### src/rtl/gpio_pkg.sv
// Package: shared byte offsets of the GPIO register words.
// Assumes every offset fits the bus address width used by the top.
package gpio_pkg;
    localparam logic [31:0] OFF_DIR   = 32'h00;
    localparam logic [31:0] OFF_IN    = 32'h04;
    localparam logic [31:0] OFF_SET   = 32'h0C;
    localparam logic [31:0] OFF_CLR   = 32'h10;
    localparam logic [31:0] OFF_IEN   = 32'h14;
    localparam logic [31:0] OFF_ITYPE = 32'h18;
    localparam logic [31:0] OFF_IPOL  = 32'h1C;
    localparam logic [31:0] OFF_PEND  = 32'h20;
    localparam logic [31:0] OFF_IMASK = 32'h24;
endpackage

### src/rtl/gpio_sync2.sv
// Module: two-stage synchronizer for the pin vector, plus one more stage
// holding the previous synchronized sample for edge detection.
// Assumes pins are asynchronous to clk; reset is synchronous, active low.
module gpio_sync2 #(
    parameter int W = 8
) (
    input  logic         clk,
    input  logic         rst_n,
    input  logic [W-1:0] async_i,
    output logic [W-1:0] sync_o,
    output logic [W-1:0] prev_o
);
    logic [W-1:0] meta_q;
    logic [W-1:0] sync_q;
    logic [W-1:0] prev_q;

    // Capture the pins, resolve metastability, keep the previous sample.
    always_ff @(posedge clk) begin
        if (!rst_n) begin
            meta_q <= '0;
            sync_q <= '0;
            prev_q <= '0;
        end else begin
            meta_q <= async_i;
            sync_q <= meta_q;
            prev_q <= sync_q;
        end
    end

    assign sync_o = sync_q;
    assign prev_o = prev_q;
endmodule

### src/rtl/gpio_irq.sv
// Module: per-line interrupt detection and the combined interrupt.
// Level lines track (enable AND pin==polarity); edge lines latch on the
// selected edge and clear on a write-one. Output is registered.
// Assumes sync_i/prev_i are adjacent synchronized samples.
module gpio_irq #(
    parameter int W = 8
) (
    input  logic         clk,
    input  logic         rst_n,
    input  logic [W-1:0] sync_i,
    input  logic [W-1:0] prev_i,
    input  logic [W-1:0] ien_i,
    input  logic [W-1:0] itype_i,
    input  logic [W-1:0] ipol_i,
    input  logic [W-1:0] imask_i,
    input  logic [W-1:0] clr_i,
    output logic [W-1:0] pend_o,
    output logic         irq_o
);
    logic [W-1:0] pend_q;
    logic [W-1:0] level_on;
    logic [W-1:0] edge_on;
    logic         irq_q;

    for (genvar g = 0; g < W; g++) begin : g_line
        // Qualify the level and the selected edge of one line.
        always_comb begin
            level_on[g] = ien_i[g] & (sync_i[g] == ipol_i[g]);
            edge_on[g]  = ien_i[g] & (ipol_i[g] ? (sync_i[g] & ~prev_i[g])
                                                : (~sync_i[g] & prev_i[g]));
        end

        // Pending bit: follow the level, or latch the edge until cleared.
        always_ff @(posedge clk) begin
            if (!rst_n)
                pend_q[g] <= 1'b0;
            else if (itype_i[g])
                pend_q[g] <= level_on[g];
            else
                pend_q[g] <= edge_on[g] | (pend_q[g] & ~clr_i[g]);
        end
    end

    // Register the OR of forwarded pending bits.
    always_ff @(posedge clk) begin
        if (!rst_n) irq_q <= 1'b0;
        else        irq_q <= |(pend_q & ien_i & imask_i);
    end

    assign pend_o = pend_q;
    assign irq_o  = irq_q;

    assert_level_follow_R6: assert property (@(posedge clk) disable iff (!rst_n)
        $past(rst_n) |-> (($past(itype_i & ien_i & ~(sync_i ^ ipol_i)) & ~pend_q) == '0));

    assert_edge_hold_R7: assert property (@(posedge clk) disable iff (!rst_n)
        $past(rst_n) |-> (($past(~itype_i & pend_q & ~clr_i) & ~pend_q) == '0));

    assert_irq_source_R8: assert property (@(posedge clk) disable iff (!rst_n)
        irq_q |-> $past(|(pend_q & ien_i & imask_i)));

    assert_irq_raise_R8: assert property (@(posedge clk) disable iff (!rst_n)
        ($past(rst_n) && $past(|(pend_q & ien_i & imask_i))) |-> irq_q);
endmodule

### src/rtl/gpio_ctrl.sv
// Module: GPIO bank top. Holds the direction, output and interrupt
// configuration registers, decodes the bus and muxes read data.
// Assumes NUM_LINES < 32, one bus access per cycle, reads combinational.
module gpio_ctrl
    import gpio_pkg::*;
#(
    parameter int NUM_LINES  = 8,
    parameter bit DIR_INVERT = 1'b0,
    parameter int ADDR_W     = 6
) (
    input  logic                 clk,
    input  logic                 rst_n,
    input  logic [ADDR_W-1:0]    bus_addr,
    input  logic                 bus_we,
    input  logic [31:0]          bus_wdata,
    output logic [31:0]          bus_rdata,
    input  logic [NUM_LINES-1:0] pad_in,
    output logic [NUM_LINES-1:0] pad_out,
    output logic [NUM_LINES-1:0] pad_oe,
    output logic                 irq
);
    localparam int N   = NUM_LINES;
    localparam int PAD = 32 - N;

    initial begin
        if (N < 1 || N > 31) $error("NUM_LINES must be 1..31");
    end

    logic [31:0]  addr_w;
    logic [N-1:0] wd;
    logic         unused_wdata_hi;
    logic [N-1:0] dir_q, out_q, ien_q, itype_q, ipol_q, imask_q;
    logic [N-1:0] sync_v, prev_v, pend_v, clr_v;
    logic         we_dir, we_set, we_clr, we_ien, we_itype, we_ipol, we_pend, we_imask;
    logic [N-1:0] rd_lane;

    assign addr_w          = 32'(bus_addr);
    assign wd              = bus_wdata[N-1:0];
    assign unused_wdata_hi = ^bus_wdata[31:N];

    // Decode write strobes for each register word.
    always_comb begin
        we_dir   = bus_we && (addr_w == OFF_DIR);
        we_set   = bus_we && (addr_w == OFF_SET);
        we_clr   = bus_we && (addr_w == OFF_CLR);
        we_ien   = bus_we && (addr_w == OFF_IEN);
        we_itype = bus_we && (addr_w == OFF_ITYPE);
        we_ipol  = bus_we && (addr_w == OFF_IPOL);
        we_pend  = bus_we && (addr_w == OFF_PEND);
        we_imask = bus_we && (addr_w == OFF_IMASK);
    end

    // Configuration and output latch updates.
    always_ff @(posedge clk) begin
        if (!rst_n) begin
            dir_q   <= '0;
            out_q   <= '0;
            ien_q   <= '0;
            itype_q <= '0;
            ipol_q  <= '0;
            imask_q <= '0;
        end else begin
            if (we_dir)   dir_q   <= wd;
            if (we_set)   out_q   <= out_q | wd;
            if (we_clr)   out_q   <= out_q & ~wd;
            if (we_ien)   ien_q   <= wd;
            if (we_itype) itype_q <= wd;
            if (we_ipol)  ipol_q  <= wd;
            if (we_imask) imask_q <= wd;
        end
    end

    assign clr_v = we_pend ? wd : '0;

    gpio_sync2 #(.W(N)) u_sync (
        .clk     (clk),
        .rst_n   (rst_n),
        .async_i (pad_in),
        .sync_o  (sync_v),
        .prev_o  (prev_v)
    );

    gpio_irq #(.W(N)) u_irq (
        .clk     (clk),
        .rst_n   (rst_n),
        .sync_i  (sync_v),
        .prev_i  (prev_v),
        .ien_i   (ien_q),
        .itype_i (itype_q),
        .ipol_i  (ipol_q),
        .imask_i (imask_q),
        .clr_i   (clr_v),
        .pend_o  (pend_v),
        .irq_o   (irq)
    );

    // Select the read lane for the addressed word.
    always_comb begin
        case (addr_w)
            OFF_DIR:   rd_lane = dir_q;
            OFF_IN:    rd_lane = sync_v;
            OFF_SET:   rd_lane = out_q;
            OFF_CLR:   rd_lane = out_q;
            OFF_IEN:   rd_lane = ien_q;
            OFF_ITYPE: rd_lane = itype_q;
            OFF_IPOL:  rd_lane = ipol_q;
            OFF_PEND:  rd_lane = pend_v;
            OFF_IMASK: rd_lane = imask_q;
            default:   rd_lane = '0;
        endcase
    end

    assign bus_rdata = {{PAD{1'b0}}, rd_lane};

    // Pad drivers: direction sense chosen at build time.
    if (DIR_INVERT) begin : g_oe_inv
        assign pad_oe = ~dir_q;
    end else begin : g_oe_norm
        assign pad_oe = dir_q;
    end
    assign pad_out = out_q;

    assert_set_bits_R2: assert property (@(posedge clk) disable iff (!rst_n)
        ($past(rst_n) && $past(we_set)) |-> ((pad_out & $past(bus_wdata[N-1:0])) == $past(bus_wdata[N-1:0])));

    assert_clr_bits_R2: assert property (@(posedge clk) disable iff (!rst_n)
        ($past(rst_n) && $past(we_clr)) |-> ((pad_out & $past(bus_wdata[N-1:0])) == '0));

    assert_sync_delay_R4: assert property (@(posedge clk) disable iff (!rst_n)
        ($past(rst_n, 1) && $past(rst_n, 2)) |-> (sync_v == $past(pad_in, 2)));

    assert_upper_zero_R9: assert property (@(posedge clk) disable iff (!rst_n)
        bus_rdata[31:N] == '0);
endmodule

### config.mk
export PLATFORM = sky130hd
export DESIGN_NAME = gpio_ctrl
export DESIGN_NICKNAME = d
export VERILOG_FILES = /design/src/rtl/gpio_pkg.sv /design/src/rtl/gpio_sync2.sv /design/src/rtl/gpio_irq.sv /design/src/rtl/gpio_ctrl.sv
export SDC_FILE = /design/constraint.sdc
export NUM_CORES = 1
export LEC_CHECK = 0
export CAP_MARGIN = 20
export CORE_ASPECT_RATIO = 1.1
export CORE_MARGIN = 1
export CORE_UTILIZATION = 35
export CTS_CLUSTER_SIZE = 28
export DETAILED_ROUTE_END_ITERATION = 6
export PLACE_DENSITY_LB_ADDON = 0.05
export SETUP_SLACK_MARGIN = 0.02
export SLEW_MARGIN = 20
export SYNTH_ARGS = -nofsm -noshare
export SYNTH_HDL_FRONTEND = slang
export SYNTH_SLANG_ARGS = --single-unit
### constraint.sdc
create_clock -name clk -period 2.3 [get_ports clk]
set_input_delay 0.23 -clock clk [delete_from_list [all_inputs] [get_ports clk]]
set_output_delay 0.23 -clock clk [all_outputs]
set_load 0.01 [all_outputs]
==> results of run 1 <==
## Yosys cell counts (2+ instances only)
| cell | count | area share (%) |
|---|---|---|
| o31ai_1 | 8 | 1.6 |
| o2bb2ai_1 | 3 | 0.69 |
| mux2_2 | 13 | 3.8 |
| and2_1 | 24 | 3.9 |
| nand2b_1 | 9 | 1.5 |
| nand3b_1 | 9 | 1.8 |
| a31oi_1 | 4 | 0.65 |
| dfxtp_1 | 81 | 42 |
| nor4b_2 | 2 | 0.78 |
| nor2b_1 | 2 | 0.33 |
| and3_1 | 4 | 0.65 |
| clkbuf_1 | 18 | 1.8 |
| nand3_1 | 17 | 2.2 |
| a22oi_1 | 10 | 2.0 |
| a21oi_1 | 16 | 2.1 |
| a31o_2 | 7 | 1.6 |
| nor2_1 | 49 | 4.8 |
| nor3_2 | 2 | 0.52 |
| buf_1 | 2 | 0.20 |
| nand2_1 | 8 | 0.78 |
| buf_4 | 25 | 4.9 |
| a211oi_1 | 8 | 1.6 |
| a22o_1 | 5 | 1.1 |
| buf_2 | 4 | 0.52 |
| mux2i_1 | 46 | 12 |
| o21ai_0 | 3 | 0.39 |
| a211o_1 | 3 | 0.69 |
## per-layer routing
| metal | global-route usage, % | routed length [um] |
|---|---|---|
| met3 | 2.323 | 486 |
| met4 | 8.696 | 224 |
| met5 | 0 | 0 |
| met2 | 30.32 | 4830 |
| met1 | 28.52 | 5245 |
## timing repair
| item | 4_1_cts | 5_1_grt |
|---|---|---|
| resized for setup | 29 | 10 |
| hold buffers | 0 | 0 |
| setup endpoints to repair | 8 | 7 |
| pin swaps | 5 | 5 |
| buffers inserted | 7 | 1 |
| gates cloned | 0 | 0 |
## worst paths after layout
kind,start,end,slack [ps]
worst max-delay path,bus_addr[2],bus_rdata[6],100
worst min register to register,u_sync.meta_q[7],u_sync.sync_o[7],430
worst max register to register,u_irq.pend_o[7],u_irq.irq_o,1100
worst min-delay path,u_sync.meta_q[7],u_sync.sync_o[7],430
## state kept, by name (all words and copies together) (netlist names), named ones only
name,cells
ien_q,8
imask_q,8
ipol_q,8
itype_q,8
pad_oe,8
u_irq.pend_o,8
u_sync.meta_q,8
u_sync.prev_o,8
u_sync.sync_o,8
u_irq.irq_o,1
## cell type report
| class | count | area (um^2) |
|---|---|---|
| inverter | 1 | 3.754 |
| clock buffer | 12 | 266.5 |
| timing repair buffer | 100 | 889.6 |
| sequential | 81 | 1622 |
| tap | 143 | 178.9 |
| multi-input combinational | 290 | 2027 |
| fill | 1024 | 5527 |
| clock inverter | 4 | 26.28 |
## metrics by stage
step,cells,instance area (um^2),TNS (ps)
global route,631,5014,0
finish,631,5014,0
global placement,607,4678,-5032
CTS,630,5015,0
floorplan,421,3919,0
detailed placement,607,4678,-5987
## power by group through the flow
stage	Combinational (mW)	Clock [mW]	Sequential [mW]
2_1_floorplan	0.151	0	1.46
3_3_place_gp	0.234	0	1.47
3_5_place_dp	0.235	0	1.47
4_1_cts	0.240	1.42	1.44
5_1_grt	0.262	1.48	1.44
6_report	0.240	1.38	1.44
## worst max-delay path, delay by kind of cell
family	cells	cell delay, ps
AOI/OAI and AO/OA	3	560
and+or+nand+nor	1	410
buffers and inverters	5	770
## logic make-up (layout without fill, tap and decap cells)
group / count (synthesis) / after routing / share of synthesized area [%]
simple gates: 136 / 136 / 20.34
compound gates: 71 / 71 / 13.94
other cells: 1 / 24 / 0.09785
flops: 81 / 81 / 42.31
mux: 59 / 59 / 15.83
buf+inv: 50 / 117 / 7.476
==> impl_metrics.yaml, run 1 <==
clock_tree:
  cts_sinks: 81
  clk_pin_slew_ps: 60
  htreeDepth: 3
  cts_tree: "built"
  root_buffer: "clkbuf_16"
  clock_latency_ps: 330
  cts_buffers: 9
  clock_path_buffers: 2
timing:
  setup_slack_ps: 103.5
  hold_ws_ps: 430.9
  setup_viol: 0
  finalMaxSlewViolations: 0
  final-hold-violation-count: 0
  fmax_mhz: 455.3
  rsz0062_at_grt: "false"
  min_period_ps: 2196
  min_period_over_period_pct: 95.50
  finalClockSkew_ps: 3.338
synthesis:
  ys_types: 43
  post_synth.cell_area_avg_um2: 9.629
  netlist_area_um2: 3832
  async_flop_share_pct: 0
  ys_ff_latch: 81
  synth_edf_count: 0
  synthFlopType: "dfxtp_1"
  seq_area_frac_synth_pct: 42.31
  netlist_instances: 398
  synth_warnings: 0
floorplan:
  design.core.area_um2: 10540
  pin_count: 98
  die_area_um2: 11370
  std_cell_rows: 39
  die_width_um: 101.8
  initial_core_util_pct: 36.36
  die_height_um: 111.8
pwr:
  switching_share_pct: 23.21
  seq_power_share_pct: 47.0
  total_power_mw: 3.060
  power_density_nw_per_um2: 610.4
  peakVddDrop_v: 0.0002879
  power.leakage_nw: 2.132
  internal-power_mw: 2.350
  comb_power_share_pct: 7.9
  p_sw_mw: 0.7104
  clkPwrFrac_pct: 45.2
global_route:
  grt_start_max_net_pins: 50
  grt_pass1_wl_um: 16910
  overflow: 0
  grt_usage_pct: 20.06
  antenna_found_initial: 0
  grt_pass1_vias: 3000
setup_path:
  cp_cell_sequence: "dlygate4sd2_1 -> or3b_4 -> a2111oi_4 -> buf_4 -> buf_4 -> buf_4 -> o2bb2ai_1 -> a211o_1 -> buf_2"
  crit_slowest_cell: "or3b_4"
  reg2reg_depth: 3
  critPathMaxFanout: 4
  critPathKind: "in -> out"
  endpoint_kind: "output pin"
  slowest_delay_ps: 410
  start_kind: "input pin"
  crit_top_cell: "buf_4"
  cp.required_ps: 2070
  arrival_ps: 1970
finish:
  antenna_cells: 0
  layout_common_cells: "dfxtp_1 (81), nor2_1 (48), mux2i_1 (46), buf_4 (45), clkdlybuf4s50_1 (38)"
  fin_util_pct: 47.57
  drive_gt1_share_pct: 22.95
  layout_commonest_cell: "dfxtp_1"
  syn_to_final_growth_pct: 30.82
  nets: 532
outcome:
  status: "finished, final reports clean"
placed_design:
  dp_slack_ps: -500.8
  gp_congestion: 0.8131
  port_buffers: 49
  dp_hpwl_um: 7411
detailed_routing:
  ant_nets: 0
  firstDrtPassIters: 4
  wl_per_cell_um: 17.09
  vias: 3132
  drt_iter0_drc: 158
  drcViolationCount: 0
  wl_um: 10790
  avgViaCountPerCell: 4.964
min_path:
  hold-path-cell-count: 1
  hold_path_class: "reg -> reg"
flow_run:
  drv_cap: 0
No activity file was read; power rests on OpenSTA's default activity.
==> run 2: changes to the inputs <==
Settings changed: RECOVER_POWER set to 100.
==> impl_metrics.yaml, run 2 (synthesis gave the netlist of run 1 again) <==
placed_design:
  port_buffers: 49
  dp_hpwl_um: 7411
  gp_congestion: 0.8131
  dp_slack_ps: -500.8
  place_area_um2: 4678
floorplan:
  die_area_um2: 11370
  pin_count: 98
  initial_core_util_pct: 36.36
  die_height_um: 111.8
  die_width_um: 101.8
  design.core.area_um2: 10540
  std_cell_rows: 39
detailed_routing:
  drt_iter0_drc: 131
  ant_nets: 0
  drcViolationCount: 0
  firstDrtPassIters: 4
  vias: 3123
  wl_per_cell_um: 17.12
  wl_um: 10800
  avgViaCountPerCell: 4.949
pwr:
  p_sw_mw: 0.7094
  internal-power_mw: 2.342
  comb_power_share_pct: 7.5
  peakVddDrop_v: 0.0002878
  power.leakage_nw: 2.147
  power_density_nw_per_um2: 617.1
  seq_power_share_pct: 47.1
  clkPwrFrac_pct: 45.4
  switching_share_pct: 23.25
timing:
  worst_slew_pin_slew_ps: 1086
  final-hold-violation-count: 0
  setup_slack_ps: 91.53
  finalMaxSlewViolations: 0
  finalClockSkew_ps: 2.910
  fin_tns_setup_ps: 0
  fmax_mhz: 452.8
  min_period_over_period_pct: 96.02
  setup_viol: 0
  min_period_ps: 2208
  rsz0062_at_grt: "false"
  slew_headroom_pct: 27.57
clock_tree:
  cts_tree: "built"
  htreeDepth: 3
  clock_path_buffers: 2
  cts_buffers: 9
  clk_pin_slew_ps: 60
  root_buffer: "clkbuf_16"
  cts_sinks: 81
  clock_latency_ps: 330
setup_path:
  crit_slowest_cell: "or4_4"
  critPathKind: "in -> out"
  start_kind: "input pin"
  critPathMaxFanout: 5
  cp.required_ps: 2070
  arrival_ps: 1980
  endpoint_kind: "output pin"
  cp_cell_sequence: "clkdlybuf4s50_1 -> clkbuf_2 -> or4_4 -> nor2_2 -> buf_4 -> a211o_1 -> clkdlybuf4s15_2"
  slowest_delay_ps: 510
finish:
  layout_common_cells: "dfxtp_1 (81), nor2_1 (48), mux2i_1 (46), buf_4 (34), conb_1 (24)"
  nets: 532
  drive_gt1_share_pct: 21.11
  final_area_um2: 4945
  antenna_cells: 0
  layout_commonest_cell: "dfxtp_1"
  syn_to_final_growth_pct: 29.02
global_route:
  antenna_found_initial: 0
  grt_usage_pct: 20.06
  grt_pass1_wl_um: 16910
  overflow: 0
  grt_start_max_net_pins: 50
  grt_pass1_vias: 3000
flow_run:
  drv_cap: 0
min_path:
  hold_path_class: "reg -> reg"
outcome:
  status: "finished, final reports clean"
run 2: cell count changes in the layout (fill, tap and decap cells not counted):
cell,change
a21oi_1,+1
a21oi_4,-1
and2_0,+6
and2_1,-6
buf_12,-1
buf_4,-11
clkbuf_1,+7
clkbuf_2,+3
clkbuf_4,+2
clkdlybuf4s50_1,-18
dlygate4sd3_1,+18
nor3_1,+1
nor3_4,-1
run 2: layout make-up:
class | count | area (um^2)
Clock buffer | 12 | 266.5
Timing Repair Buffer | 100 | 843.3
Fill cell | 1038 | 5595
Multi-Input combinational cell | 290 | 2004
Clock inverter | 4 | 26.28
Inverter | 1 | 3.754
Sequential cell | 81 | 1622
Tap cell | 143 | 178.9
run 2: per-stage QoR:
| stage | hold slack [ps] | cells | util (%) | total power [mW] |
|---|---|---|---|---|
| after floorplan | 357.3 | 421 | - | 1.615 |
| after global placement | 414.2 | 607 | 44.39 | 1.702 |
| after CTS | 434.6 | 630 | 47.58 | 3.096 |
| after detailed placement | 418.9 | 607 | 44.39 | 1.704 |
| after global routing | 450.0 | 631 | 46.91 | 3.172 |
| final | 432.2 | 631 | 46.91 | 3.052 |
run 2: worst paths after layout:
path                          from               end  slack (ps)  cells after the start
setup / recovery       bus_addr[1]      bus_rdata[3]          90                      7
hold / removal    u_sync.meta_q[7]  u_sync.sync_o[7]         430                      1
setup reg to reg          ien_q[7]       u_irq.irq_o        1100                      3
hold reg to reg   u_sync.meta_q[7]  u_sync.sync_o[7]         430                      1
run 2: power groups by stage:
stage	combinational [mW]	clock, mW	sequential, mW
2_1_floorplan	0.151	0	1.46
3_3_place_gp	0.234	0	1.47
3_5_place_dp	0.235	0	1.47
4_1_cts	0.240	1.42	1.44
5_1_grt	0.252	1.48	1.44
6_report	0.230	1.38	1.44
run 2: repair_timing:
action	4_1_cts	5_1_grt
pin swaps	5	5
buffers inserted	7	1
hold buffers	0	0
gates resized for setup	29	10
hold endpoints to repair	0	0
setup endpoints to repair	8	7
run 2: metal layers:
layer,vias to the layer above,track usage [%],share of wire (%)
li1,1542,-,-
met1,1472,28.52,49
met3,15,2.323,4.1
met4,0,8.696,2.3
met2,94,30.32,45
met5,-,0,0
run 2: worst max-delay path, delay by kind of cell:
| family | cells | cell delay (ps) |
|---|---|---|
| AOI/OAI and AO/OA | 1 | 130 |
| buffers and inverters | 4 | 980 |
| and+or+nand+nor | 2 | 620 |
